--- src/rtl/accCpuPkg.sv ---
package accCpuPkg;

  localparam int OpW = 4;

  typedef enum logic [OpW-1:0] {
    OP_LOAD  = 4'd0,
    OP_STORE = 4'd1,
    OP_ADD   = 4'd2,
    OP_ADDI  = 4'd3
  } opT;

  typedef enum logic [1:0] {
    ACC_HOLD,
    ACC_LOAD,
    ACC_ADD,
    ACC_ADDIMM
  } accOpT;

  typedef enum logic [3:0] {
    S_FADDR,
    S_FREAD,
    S_FCAP,
    S_IRLD,
    S_DECODE,
    S_OREAD,
    S_OCAP,
    S_EXEC,
    S_HALT
  } stateT;

  typedef struct packed {
    logic  marFromPc;
    logic  marFromIr;
    logic  mbrFromMem;
    logic  mbrFromAc;
    logic  irFromMbr;
    logic  pcInc;
    logic  memRd;
    logic  memWr;
    accOpT accOp;
  } ctlT;

endpackage

--- src/rtl/accCpuPath.sv ---
module accCpuPath
  import accCpuPkg::*;
#(
  parameter int AddrW = 12,
  parameter logic [AddrW-1:0] PcReset = 'h100
) (
  input  logic                 clk,
  input  logic                 rst,
  input  ctlT                  ctl,
  input  logic [OpW+AddrW-1:0] memRdata,
  output logic [AddrW-1:0]     memAddr,
  output logic [OpW+AddrW-1:0] memWdata,
  output logic [OpW-1:0]       opcode,
  output logic [AddrW-1:0]     pc,
  output logic [OpW+AddrW-1:0] ir,
  output logic [OpW+AddrW-1:0] ac
);
  localparam int WordW = OpW + AddrW;

  logic [AddrW-1:0] mar;
  logic [WordW-1:0] mbr;
  logic [WordW-1:0] immExt;

  assign immExt = {{OpW{1'b0}}, ir[AddrW-1:0]};

  always_ff @(posedge clk) begin
    if (rst) begin
      pc  <= PcReset;
      mar <= '0;
      mbr <= '0;
      ir  <= '0;
      ac  <= '0;
    end else begin
      if (ctl.marFromPc) begin
        mar <= pc;
      end else if (ctl.marFromIr) begin
        mar <= ir[AddrW-1:0];
      end

      if (ctl.mbrFromMem) begin
        mbr <= memRdata;
      end else if (ctl.mbrFromAc) begin
        mbr <= ac;
      end

      if (ctl.irFromMbr) ir <= mbr;
      if (ctl.pcInc)     pc <= pc + 1'b1;

      unique case (ctl.accOp)
        ACC_LOAD:   ac <= mbr;
        ACC_ADD:    ac <= ac + mbr;
        ACC_ADDIMM: ac <= ac + immExt;
        default:    ac <= ac;
      endcase
    end
  end

  assign memAddr  = mar;
  assign memWdata = mbr;
  assign opcode   = ir[WordW-1:AddrW];

endmodule

--- src/rtl/accCpuCtrl.sv ---
module accCpuCtrl
  import accCpuPkg::*;
(
  input  logic           clk,
  input  logic           rst,
  input  logic [OpW-1:0] opcode,
  output ctlT            ctl,
  output stateT          state,
  output logic           halted
);
  stateT nextState;

  always_ff @(posedge clk) begin
    if (rst) state <= S_FADDR;
    else     state <= nextState;
  end

  always_comb begin
    ctl       = '0;
    ctl.accOp = ACC_HOLD;
    nextState = state;
    unique case (state)
      S_FADDR: begin
        ctl.marFromPc = 1'b1;
        nextState     = S_FREAD;
      end
      S_FREAD: begin
        ctl.memRd = 1'b1;
        nextState = S_FCAP;
      end
      S_FCAP: begin
        ctl.mbrFromMem = 1'b1;
        nextState      = S_IRLD;
      end
      S_IRLD: begin
        ctl.irFromMbr = 1'b1;
        ctl.pcInc     = 1'b1;
        nextState     = S_DECODE;
      end
      S_DECODE: begin
        unique case (opcode)
          OP_LOAD, OP_ADD: begin
            ctl.marFromIr = 1'b1;
            nextState     = S_OREAD;
          end
          OP_STORE: begin
            ctl.marFromIr = 1'b1;
            ctl.mbrFromAc = 1'b1;
            nextState     = S_EXEC;
          end
          OP_ADDI: nextState = S_EXEC;
          default: nextState = S_HALT;
        endcase
      end
      S_OREAD: begin
        ctl.memRd = 1'b1;
        nextState = S_OCAP;
      end
      S_OCAP: begin
        ctl.mbrFromMem = 1'b1;
        nextState      = S_EXEC;
      end
      S_EXEC: begin
        unique case (opcode)
          OP_LOAD:  ctl.accOp = ACC_LOAD;
          OP_ADD:   ctl.accOp = ACC_ADD;
          OP_ADDI:  ctl.accOp = ACC_ADDIMM;
          OP_STORE: ctl.memWr = 1'b1;
          default:  ctl.accOp = ACC_HOLD;
        endcase
        nextState = S_FADDR;
      end
      S_HALT:  nextState = S_HALT;
      default: nextState = S_FADDR;
    endcase
  end

  assign halted = (state == S_HALT);

  // a store strobe lasts a single cycle
  a_r4_write_one_cycle: assert property (@(posedge clk) disable iff (rst)
    ctl.memWr |=> !ctl.memWr);

  // each read strobe is followed by a capture into the buffer register
  a_r8_capture_after_read: assert property (@(posedge clk) disable iff (rst)
    ctl.memRd |=> ctl.mbrFromMem);

endmodule

--- src/rtl/accCpu.sv ---
module accCpu
  import accCpuPkg::*;
#(
  parameter int AddrW = 12,
  parameter logic [AddrW-1:0] PcReset = 'h100
) (
  input  logic                 clk,
  input  logic                 rst,
  output logic [AddrW-1:0]     memAddr,
  output logic [OpW+AddrW-1:0] memWdata,
  input  logic [OpW+AddrW-1:0] memRdata,
  output logic                 memRd,
  output logic                 memWr,
  output logic [AddrW-1:0]     dbgPc,
  output logic [OpW+AddrW-1:0] dbgIr,
  output logic [OpW+AddrW-1:0] dbgAc,
  output logic                 halted
);
  ctlT            ctl;
  stateT          state;
  logic [OpW-1:0] opcode;

  accCpuCtrl u_ctrl (
    .clk    (clk),
    .rst    (rst),
    .opcode (opcode),
    .ctl    (ctl),
    .state  (state),
    .halted (halted)
  );

  accCpuPath #(.AddrW(AddrW), .PcReset(PcReset)) u_path (
    .clk      (clk),
    .rst      (rst),
    .ctl      (ctl),
    .memRdata (memRdata),
    .memAddr  (memAddr),
    .memWdata (memWdata),
    .opcode   (opcode),
    .pc       (dbgPc),
    .ir       (dbgIr),
    .ac       (dbgAc)
  );

  assign memRd = ctl.memRd;
  assign memWr = ctl.memWr;

  // strobes are mutually exclusive
  a_r11_rd_wr_exclusive: assert property (@(posedge clk) disable iff (rst)
    !(memRd && memWr));

  // the fetch read addresses the program counter
  a_r2_fetch_addr_is_pc: assert property (@(posedge clk) disable iff (rst)
    (state == S_FREAD) |-> (memAddr == dbgPc));

  // store data equals the accumulator
  a_r4_store_data_is_ac: assert property (@(posedge clk) disable iff (rst)
    memWr |-> (memWdata == dbgAc));

  // halted is sticky and freezes the visible registers
  a_r9_halt_freeze: assert property (@(posedge clk) disable iff (rst)
    halted |=> (halted && $stable(dbgPc) && $stable(dbgIr) && $stable(dbgAc)));

  // no strobes while halted
  a_r9_halt_quiet: assert property (@(posedge clk) disable iff (rst)
    halted |-> !(memRd || memWr));

endmodule

--- config.mk ---
export PLATFORM = sky130hd
export DESIGN_NAME = accCpu
export DESIGN_NICKNAME = d
export VERILOG_FILES = /design/src/rtl/accCpuPkg.sv /design/src/rtl/accCpuPath.sv /design/src/rtl/accCpuCtrl.sv /design/src/rtl/accCpu.sv
export SDC_FILE = /design/constraint.sdc
export NUM_CORES = 1
export LEC_CHECK = 0
export ABC_AREA = 1
export BUFFER_PORTS_ARGS = -buffer_cell sky130_fd_sc_hd__buf_2
export CORE_UTILIZATION = 45
export DETAILED_ROUTE_END_ITERATION = 7
export HOLD_SLACK_MARGIN = 0.12
export PLACE_DENSITY = 0.68
export SLEW_MARGIN = 20
export SYNTH_ARGS = -nofsm -noshare
export SYNTH_HDL_FRONTEND = slang
export SYNTH_SLANG_ARGS = --single-unit
--- constraint.sdc ---
create_clock -name clk -period 5.9 [get_ports clk]
set_input_delay 0.59 -clock clk [delete_from_list [all_inputs] [get_ports clk]]
set_output_delay 0.59 -clock clk [all_outputs]
set_load 0.01 [all_outputs]
==> results.cfg <==
[run_status]
outcome = completed

[pwr]
ir_worst_vdd_mv = 0.111
power_frac_clock_pct = 27.5
swShare_pct = 38.1
internal-power_uw = 925
leakage_nw = 2.39
powerDensity_nw_per_um2 = 297
p_seq_share_pct = 44.3
switching_power_uw = 569
power_frac_comb_pct = 28.3

[route]
first_pass_iters = 5
drc = 0
antenna_left = 0
drt-total-wl_um = 12500
post_drt_wl_per_cell_um = 14.6
vias = 4498
drt_iter0_drc = 251
via_per_inst = 5.24

[clocking]
post_cts_buffers = 0
cts.root.buffer_cell = clkbuf_8
clock-sinks = 76
cts_made_buffers = 9
cts_resized = 0
cts_tree = built
clkLatencyLatePin_ns = 0.36
htree_levels = 3
cts_buffer_depth = 2
cts.reportedPaths.clkPinSlew_ns = 0.09
cts_hold_buffers = 0

[synthesis]
synth.cell_area_um2 = 4350
synth_seq_cells = 76
synth_edf_count = 0
ys_seq_area_share_pct = 35.0
ys.flop_type = dfxtp_1
ys_async_sr_fraction_pct = 0
ys_types = 39
synthesis.nets = 683
yosysWarnings = 0
syn_area_per_cell_um2 = 6.73
synth_cells = 646

[finish]
fillers = 941
nNetsFinal = 762
diodes = 0
final_common_cell = nand2_1
final_cells = 859
final_cell_mix = nand2_1, buf_2, dfxtp_1
syn2layout_area_growth_pct = 15.9
drive_gt1_share_pct = 20.0

[worst_setup_path]
ff2ff_path_depth = 16
start_kind = flop
worstPathArrival_ns = 3.21
crit_required_ns = 6.19
worst-setup-path-type = reg -> reg
crit_path_end_kind = flop
path_max_fanout = 18

[sta]
drv_slew = 0
min_period_ns = 2.92
max_freq_ghz = 0.342
clock_skew_ns = 0.00762
final-hold-violation-count = 0
setup_tns_ns = 0
finalSetupViolCount = 0
worstMarginPinSlew_ns = 0.887
grt_setup_unrepaired = false
slew_headroom_pct = 40.8
finalCritPeriodShare_pct = 49.5

[grt]
grt_antenna_before_repair = 0
grt_pass1_wl_um = 20800
grt_pass1_vias = 4255
grt_overflow = 0
grt.total_usage_pct = 26.5
grt_max_degree = 36

[floorplan]
start_util_pct = 46.8
rows = 35
io_pins = 93
fp.dieH_um = 100
die_w_um = 100
core_area_um2 = 9280
dieArea_um2 = 10100

[min_path]
holdPathStages = 3
hold_path.class = in -> reg

[placement]
port-buffer-count = 92
place_congestion = 0.909
dp_cells = 843
dp_hpwl_um = 9250

[flow_run]
maxCapViolations = 0
==> synth_stat cells, types with 7 or more instances <==
library cell | instances | share of area [%]
buf_2 | 7 | 0.81
o21ai_0 | 51 | 5.9
nor2_1 | 46 | 4.0
nand2_1 | 188 | 16
o21ai_1 | 22 | 2.5
ha_1 | 18 | 5.2
inv_1 | 57 | 4.9
nor3_1 | 7 | 0.81
clkbuf_1 | 12 | 1.0
dfxtp_1 | 76 | 35
a21oi_1 | 52 | 6.0
a31oi_1 | 32 | 4.6
nor2_2 | 7 | 1.0
nand3_1 | 22 | 2.5
==> power by group through the flow <==
stage | clock (mW) | sequential (mW) | combinational (mW)
final | 0.410 | 0.661 | 0.423
after global routing | 0.441 | 0.671 | 0.478
after floorplan | 0 | 0.678 | 0.268
after CTS | 0.415 | 0.661 | 0.425
after detailed placement | 0 | 0.672 | 0.424
after global placement | 0 | 0.671 | 0.415
==> per-stage QoR <==
step / area (um^2) / total power, mW / hold slack, ns / util, % / setup slack [ns]
after floorplan: 4350 / 0.946 / 0.495 / - / 3.45
after global placement: 4840 / 1.09 / 0.487 / 52.1 / 3.10
after detailed placement: 4840 / 1.10 / 0.492 / 52.1 / 3.05
after CTS: 5040 / 1.50 / 0.486 / 54.3 / 3.01
after global routing: 5040 / 1.59 / 0.491 / 54.3 / 2.62
final: 5040 / 1.49 / 0.494 / 54.3 / 2.98
==> cells by family after synthesis <==
group	count (synthesis)	share of synthesized area (%)
XOR/XNOR	1	0.202
AO/OA/AOI/OAI	166	20.8
adder cells (fa/ha/maj)	19	5.64
flip-flops	76	35.0
buffers and inverters	91	8.95
AND/OR/NAND/NOR	293	29.4
==> worst paths after layout <==
check	start	to	slack, ns
max	u_path.ir[13]	u_path.ac[13]	2.98
min	memRdata[9]	u_path.memWdata[9]	0.49
max reg2reg	u_path.ir[13]	u_path.ac[13]	2.98
min reg2reg	u_path.pc[11]	u_path.pc[11]	0.50
==> layer usage <==
| layer | part of all wire, % | vias to the layer above | wire [um] | global-route usage, % |
|---|---|---|---|---|
| met1 | 44 | 2047 | 5550 | 33.7 |
| met5 | 0 | - | 0 | 0 |
| met4 | 1.9 | 0 | 232 | 8.58 |
| li1 | - | 2288 | - | - |
| met2 | 48 | 145 | 5990 | 45.6 |
| met3 | 6.0 | 18 | 755 | 4.53 |
==> registers in the layout (all words and copies together) (netlist names) <==
register and flops:
u_path.pc 12, u_path.ir 16, u_ctrl.state 4, u_path.memAddr 12, u_path.memWdata 16, u_path.ac 16
==> cell type report <==
| class | instances | area, um^2 | area share, % |
|---|---|---|---|
| clock buffer | 9 | 124 | 2.46 |
| clock inverter | 7 | 75.1 | 1.49 |
| inverter | 65 | 245 | 4.87 |
| multi-input combinational | 479 | 2430 | 48.3 |
| sequential | 76 | 1520 | 30.2 |
| tap | 129 | 161 | 3.20 |
| timing repair buffer | 94 | 475 | 9.44 |
==> critical path, stage by stage (launching register included) <==
cell     delay, ns
dfxtp_1       0.50
nand2_1       0.12
inv_1         0.08
nand3_2       0.28
inv_1         0.39
o21ai_0       0.18
ha_1          0.38
nand2_1       0.07
inv_1         0.08
nand3_1       0.12
a21oi_1       0.21
nor2_1        0.09
nand2_1       0.06
nand2_1       0.05
nand3_1       0.07
nand2_1       0.05
a21oi_1       0.12
No activity file was read; power rests on OpenSTA's default activity.
